--- config.mk ---
export PLATFORM = sky130hd
export DESIGN_NAME = pwrIdleGate
export DESIGN_NICKNAME = d
export VERILOG_FILES = /design/src/rtl/pwrIdlePkg.sv /design/src/rtl/pwrIdleCtrl.sv /design/src/rtl/pwrIdleDatapath.sv /design/src/rtl/pwrIdleGate.sv
export SDC_FILE = /design/constraint.sdc
export NUM_CORES = 1
export LEC_CHECK = 0
export ABC_CLOCK_PERIOD_IN_PS = 2960
export BUFFER_PORTS_ARGS = -buffer_cell sky130_fd_sc_hd__buf_2
export CAP_MARGIN = 10
export CORE_AREA = 8 8 45 47
export DETAILED_ROUTE_END_ITERATION = 6
export DIE_AREA = 0 0 53 55
export PLACE_DENSITY = 0.79
export SLEW_MARGIN = 20
export SYNTH_ARGS = -nofsm -noshare
export SYNTH_HDL_FRONTEND = slang
export SYNTH_SLANG_ARGS = --single-unit
--- constraint.sdc ---
create_clock -name clk -period 2.96 [get_ports clk]
set_input_delay 0.444 -clock clk [delete_from_list [all_inputs] [get_ports clk]]
set_output_delay 0.444 -clock clk [all_outputs]
set_load 0.005 [all_outputs]
--- src/rtl/pwrIdlePkg.sv ---
package pwrIdlePkg;
  localparam int REG_W        = 8;
  localparam int AUTO_EN_BIT  = 0;
  localparam int POL_BIT      = 1;
  localparam int ARR_CLK_BIT  = 4;
  localparam int CELL_CLK_BIT = 5;
  localparam int GATE_LO_BIT  = 2;

  typedef struct packed {
    logic cntClear;
    logic cntInc;
  } idleStrobes_t;
endpackage

--- src/rtl/pwrIdleCtrl.sv ---
module pwrIdleCtrl
  import pwrIdlePkg::*;
(
  input  logic         clk,
  input  logic         rst,
  input  logic         strobeIn,
  input  logic         autoEn,
  input  logic         strobePol,
  input  logic         cntAtMax,
  output idleStrobes_t strb
);
  logic strobePrev;
  logic edgeSeen;
  logic levelOk;

  always_ff @(posedge clk) begin
    if (rst) strobePrev <= 1'b0;
    else     strobePrev <= strobeIn;
  end

  always_comb begin
    edgeSeen      = strobeIn ^ strobePrev;
    levelOk       = (strobeIn == strobePol);
    strb.cntClear = !autoEn || edgeSeen || !levelOk;
    strb.cntInc   = !strb.cntClear && !cntAtMax;
  end
endmodule

--- src/rtl/pwrIdleDatapath.sv ---
module pwrIdleDatapath
  import pwrIdlePkg::*;
#(
  parameter int THRESH = 15,
  parameter int CTL_W  = 3
) (
  input  logic             clk,
  input  logic             rst,
  input  logic             regWrEn,
  input  logic             regSel,
  input  logic [REG_W-1:0] regWrData,
  input  idleStrobes_t     strb,
  input  logic             strobeIn,
  input  logic [CTL_W-1:0] ctlIn,
  input  logic             byteEnIn,
  input  logic             chipSelN,
  output logic             autoEn,
  output logic             strobePol,
  output logic             cntAtMax,
  output logic             arrayClk,
  output logic             cellClk,
  output logic [CTL_W-1:0] ctlGated,
  output logic             strobeGated,
  output logic             byteEnGated,
  output logic             memEnable,
  output logic             pwrDown
);
  localparam int CNT_W      = $clog2(THRESH + 1);
  localparam int STROBE_BIT = GATE_LO_BIT + CTL_W;
  localparam int BE_BIT     = STROBE_BIT + 1;

  logic [REG_W-1:0] pmReg0;
  logic [REG_W-1:0] pmReg2;
  logic [CNT_W-1:0] idleCnt;

  always_ff @(posedge clk) begin
    if (rst) begin
      pmReg0 <= '0;
      pmReg2 <= '0;
    end else if (regWrEn) begin
      if (regSel) pmReg2 <= regWrData;
      else        pmReg0 <= regWrData;
    end
  end

  always_ff @(posedge clk) begin
    if (rst || strb.cntClear) idleCnt <= '0;
    else if (strb.cntInc)     idleCnt <= idleCnt + 1'b1;
  end

  assign autoEn    = pmReg0[AUTO_EN_BIT];
  assign strobePol = pmReg0[POL_BIT];
  assign cntAtMax  = (idleCnt == CNT_W'(THRESH));
  assign pwrDown   = cntAtMax && autoEn;

  assign arrayClk  = clk & ~pmReg0[ARR_CLK_BIT];
  assign cellClk   = clk & ~pmReg0[CELL_CLK_BIT];
  assign memEnable = ~chipSelN;

  for (genvar i = 0; i < CTL_W; i++) begin : gCtlGate
    assign ctlGated[i] = ctlIn[i] & ~pmReg2[GATE_LO_BIT + i];
  end
  assign strobeGated = strobeIn & ~pmReg2[STROBE_BIT];
  assign byteEnGated = byteEnIn & ~pmReg2[BE_BIT];
endmodule

--- src/rtl/pwrIdleGate.sv ---
module pwrIdleGate
  import pwrIdlePkg::*;
#(
  parameter int THRESH = 15,
  parameter int CTL_W  = 3
) (
  input  logic             clk,
  input  logic             rst,
  input  logic             regWrEn,
  input  logic             regSel,
  input  logic [REG_W-1:0] regWrData,
  input  logic             strobeIn,
  input  logic [CTL_W-1:0] ctlIn,
  input  logic             byteEnIn,
  input  logic             chipSelN,
  output logic             arrayClk,
  output logic             cellClk,
  output logic [CTL_W-1:0] ctlGated,
  output logic             strobeGated,
  output logic             byteEnGated,
  output logic             memEnable,
  output logic             pwrDown
);
  idleStrobes_t strb;
  logic autoEn;
  logic strobePol;
  logic cntAtMax;

  pwrIdleCtrl uCtrl (
    .clk(clk), .rst(rst), .strobeIn(strobeIn), .autoEn(autoEn),
    .strobePol(strobePol), .cntAtMax(cntAtMax), .strb(strb)
  );

  pwrIdleDatapath #(.THRESH(THRESH), .CTL_W(CTL_W)) uDp (
    .clk(clk), .rst(rst), .regWrEn(regWrEn), .regSel(regSel),
    .regWrData(regWrData), .strb(strb), .strobeIn(strobeIn), .ctlIn(ctlIn),
    .byteEnIn(byteEnIn), .chipSelN(chipSelN), .autoEn(autoEn),
    .strobePol(strobePol), .cntAtMax(cntAtMax), .arrayClk(arrayClk),
    .cellClk(cellClk), .ctlGated(ctlGated), .strobeGated(strobeGated),
    .byteEnGated(byteEnGated), .memEnable(memEnable), .pwrDown(pwrDown)
  );
endmodule

==> results.yml <==
outcome:
  status: "finished clean"
timing:
  timing_worst_slew_pin_value_ns: 0.423
  finalClockSkew_ns: 0.000243
  hold_viol_final: 0
  grt_setup_unrepaired: "no"
  timing.final.max_slew_violations: 0
  timing.final.setup_violations: 0
  summed_negative_setup_slack_over_all_endpoints_ns: 0
  max_slew_margin_pct: 71.8
power:
  power_switching_share_pct: 24.0
  areal_power_density_over_the_cells_nw_per_um2: 623
  sw_pwr_mw: 0.120
  pwr-share-comb_pct: 7.6
  power_frac_seq_pct: 39.8
  irDropWorstVdd_v: 0.000362
  power.internal_mw: 0.378
  static_leakage_power_nw: 0.366
  clock_power_share_pct: 52.6
route:
  route.detailed.drc: 0
  ant_nets: 0
  vias: 545
  drt_wl_total_um: 1330
  drtPass1Iterations: 2
  drt_first_iter_violations: 5
  route.detailed.wl_per_inst_um: 11.5
  vias_per_cell: 4.70
yosys:
  synth.top_cell.area_share_pct: 47.1
  synthArstFlopShare_pct: 0
  synth_area_leader_cell: "sky130_fd_sc_hd__dfxtp_1"
  synthTopCellsByArea: "sky130_fd_sc_hd__dfxtp_1 47%, sky130_fd_sc_hd__nor2b_1 9.5%, sky130_fd_sc_hd__mux2i_1 8.4%"
  edff_count_synth: 0
  seq_area_frac_synth_pct: 47.1
  ys_ff_latch: 14
  ys_dominant_reg_cell: "sky130_fd_sc_hd__dfxtp_1"
  postSynthAreaPerCell_um2: 8.63
  yosysWarningCount: 0
  netlist-cell-type-count: 16
  post_synth_inst_count: 69
  mappedNetlistNets: 88
  synth_area_um2: 596
critical_path:
  critical_path_buf_inv_count: 3
  crit_cells: 4
  slowest_stage: "sky130_fd_sc_hd__clkbuf_4"
  crit_path_max_incr_delay_ns: 0.12
  worst_path_class_setup: "clk2out"
  required_ns: 2.52
  cp-start-kind: "clock port"
  worstPathMaxFanout: 2
  crit_arrival_ns: 1.96
  r2r-end: "uDp.idleCnt[2]"
  r2r_slack_ns: 1.66
  cp_common_cell: "sky130_fd_sc_hd__clkbuf_4"
  regToRegStartpoint: "uDp.pmReg0[1]"
  worst_r2r_path_depth: 3
  critPathTopFamily: "buffers and inverters"
  crit_chain: "clkbuf_4 > clkbuf_4 > nor2b_1 > buf_2"
  endpoint_kind: "output pin"
clock_network:
  postCtsResizedCells: 0
  post_cts_buffers: 0
  clk_latency_ns: 0.38
  cts_tree: "done"
  cts_hold_buffers: 0
  cts.clk_slew.worst_paths_ns: 0.08
place:
  placement.io_buffers: 25
  place_congestion: 0.746
  detailedPlacementHpwl_um: 1030
run:
  cap_violations: 0
finish:
  n_diodes: 0
  layout_commonest_cell: "sky130_fd_sc_hd__buf_2"
  layout.core_utilization_pct: 57.8
  drive_above_1_share_pct: 35.0
  fill_cell_instance_count_of_the_final_layout: 125
  multi_input_logic_area_um2: 300
  areaGrowthSynthToFinish_pct: 34.2
  final-seq-area_um2: 280
  nNetsFinal: 120
  top_library_cells_by_usage_in_the_layout_fill_and_taps_aside: "25 x sky130_fd_sc_hd__buf_2, 14 x sky130_fd_sc_hd__dfxtp_1, 10 x sky130_fd_sc_hd__nor2_1, 9 x sky130_fd_sc_hd__nor2b_1, 8 x sky130_fd_sc_hd__nand3_1"
floorplanning:
  io_pins: 27
  die_area_um2: 2920
  chip_width_um: 53
  placement_rows: 14
  design.core.area_um2: 1380
  floorplan.initialDensity_pct: 43.0
  floorplan.die.height_um: 55
hold_path:
  hold_path_depth: 3
  hold_path_startpoint: "regWrData[0]"
  class_of_the_tightest_hold_or_removal_check: "in2reg"
  hold_end: "uDp.pmReg0[0]"
global_routing:
  overall_global_routing_usage_pct: 10.4
  met1_grt_util_pct: 10.3
  grt_start_max_net_pins: 12
  grt_most_used_layer: "met2"
  overflow: 0
  global_route_met2_utilization_pct: 15.0
  antenna_found_initial: 0
  first_global_vias: 563
  globalRouteMet3Util_pct: 4.01
  global_route_wire_length_before_repair_um: 2170
==> worst max path at each step <==
stage | end | start | slack [ns]
floorplan | arrayClk | clk | 0.92
global placement | arrayClk | clk | 0.82
detailed placement | arrayClk | clk | 0.82
CTS | cellClk | clk | 0.54
global route | cellClk | clk | 0.53
finish | cellClk | clk | 0.56
==> flip-flops by register name (all words and copies together) (netlist names) <==
register,flops
uDp.pmReg2,5
uDp.idleCnt,4
uDp.pmReg0,4
uCtrl.strobePrev,1
==> cell usage after synthesis, types with 2 or more instances <==
| cell | count |
|---|---|
| sky130_fd_sc_hd__dfxtp_1 | 14 |
| sky130_fd_sc_hd__nor2_1 | 10 |
| sky130_fd_sc_hd__nor2b_1 | 9 |
| sky130_fd_sc_hd__nand3_1 | 8 |
| sky130_fd_sc_hd__nand2_1 | 7 |
| sky130_fd_sc_hd__a21oi_1 | 5 |
| sky130_fd_sc_hd__mux2i_1 | 5 |
| sky130_fd_sc_hd__clkbuf_1 | 2 |
| sky130_fd_sc_hd__inv_1 | 2 |
==> tightest hold or removal path: stages <==
cell and delay (ns):
sky130_fd_sc_hd__buf_2 0.07, sky130_fd_sc_hd__mux2i_1 0.06, sky130_fd_sc_hd__nor2_1 0.07
==> final cells by class <==
class	count	area share, %
Clock buffer	10	9.55
Inverter	2	0.939
Multi-Input combinational cell	51	37.6
Sequential cell	14	35.1
Tap cell	16	2.50
Timing Repair Buffer	23	14.4
==> metrics by stage <==
stage | hold slack, ns | worst slack (ns) | area [µm²] | power, mW | std cells
6_report | 0.301 | 0.559 | 800 | 0.498 | 116
5_1_grt | 0.307 | 0.528 | 800 | 0.537 | 116
3_5_place_dp | 0.450 | 0.822 | 733 | 0.285 | 108
4_1_cts | 0.297 | 0.545 | 800 | 0.510 | 116
3_3_place_gp | 0.445 | 0.822 | 733 | 0.284 | 108
2_1_floorplan | 0.437 | 0.919 | 596 | 0.244 | 69
==> power groups by stage <==
| stage | registers (mW) | clock network, mW | logic [mW] |
|---|---|---|---|
| 2_1_floorplan | 0.202 | 0.0234 | 0.0185 |
| 3_3_place_gp | 0.202 | 0.0438 | 0.0375 |
| 3_5_place_dp | 0.203 | 0.0438 | 0.0381 |
| 4_1_cts | 0.198 | 0.273 | 0.0383 |
| 5_1_grt | 0.199 | 0.295 | 0.0427 |
| 6_report | 0.198 | 0.262 | 0.0377 |
==> cell families after synthesis <==
kind of cell | synth area share (%)
AND/OR/NAND/NOR | 29.6
flip-flops | 47.1
AO/OA/AOI/OAI | 8.82
multiplexers | 8.40
buffers and inverters | 2.52
XOR/XNOR | 1.47
adder cells (fa/ha/maj) | 2.10
==> metal layers <==
metal  wire length [µm]  up-vias
met5                  0        -
li1                   -      296
met4                 19        0
met1                533      237
met2                720       10
met3                 61        2
(Power assumes the default switching activity.)
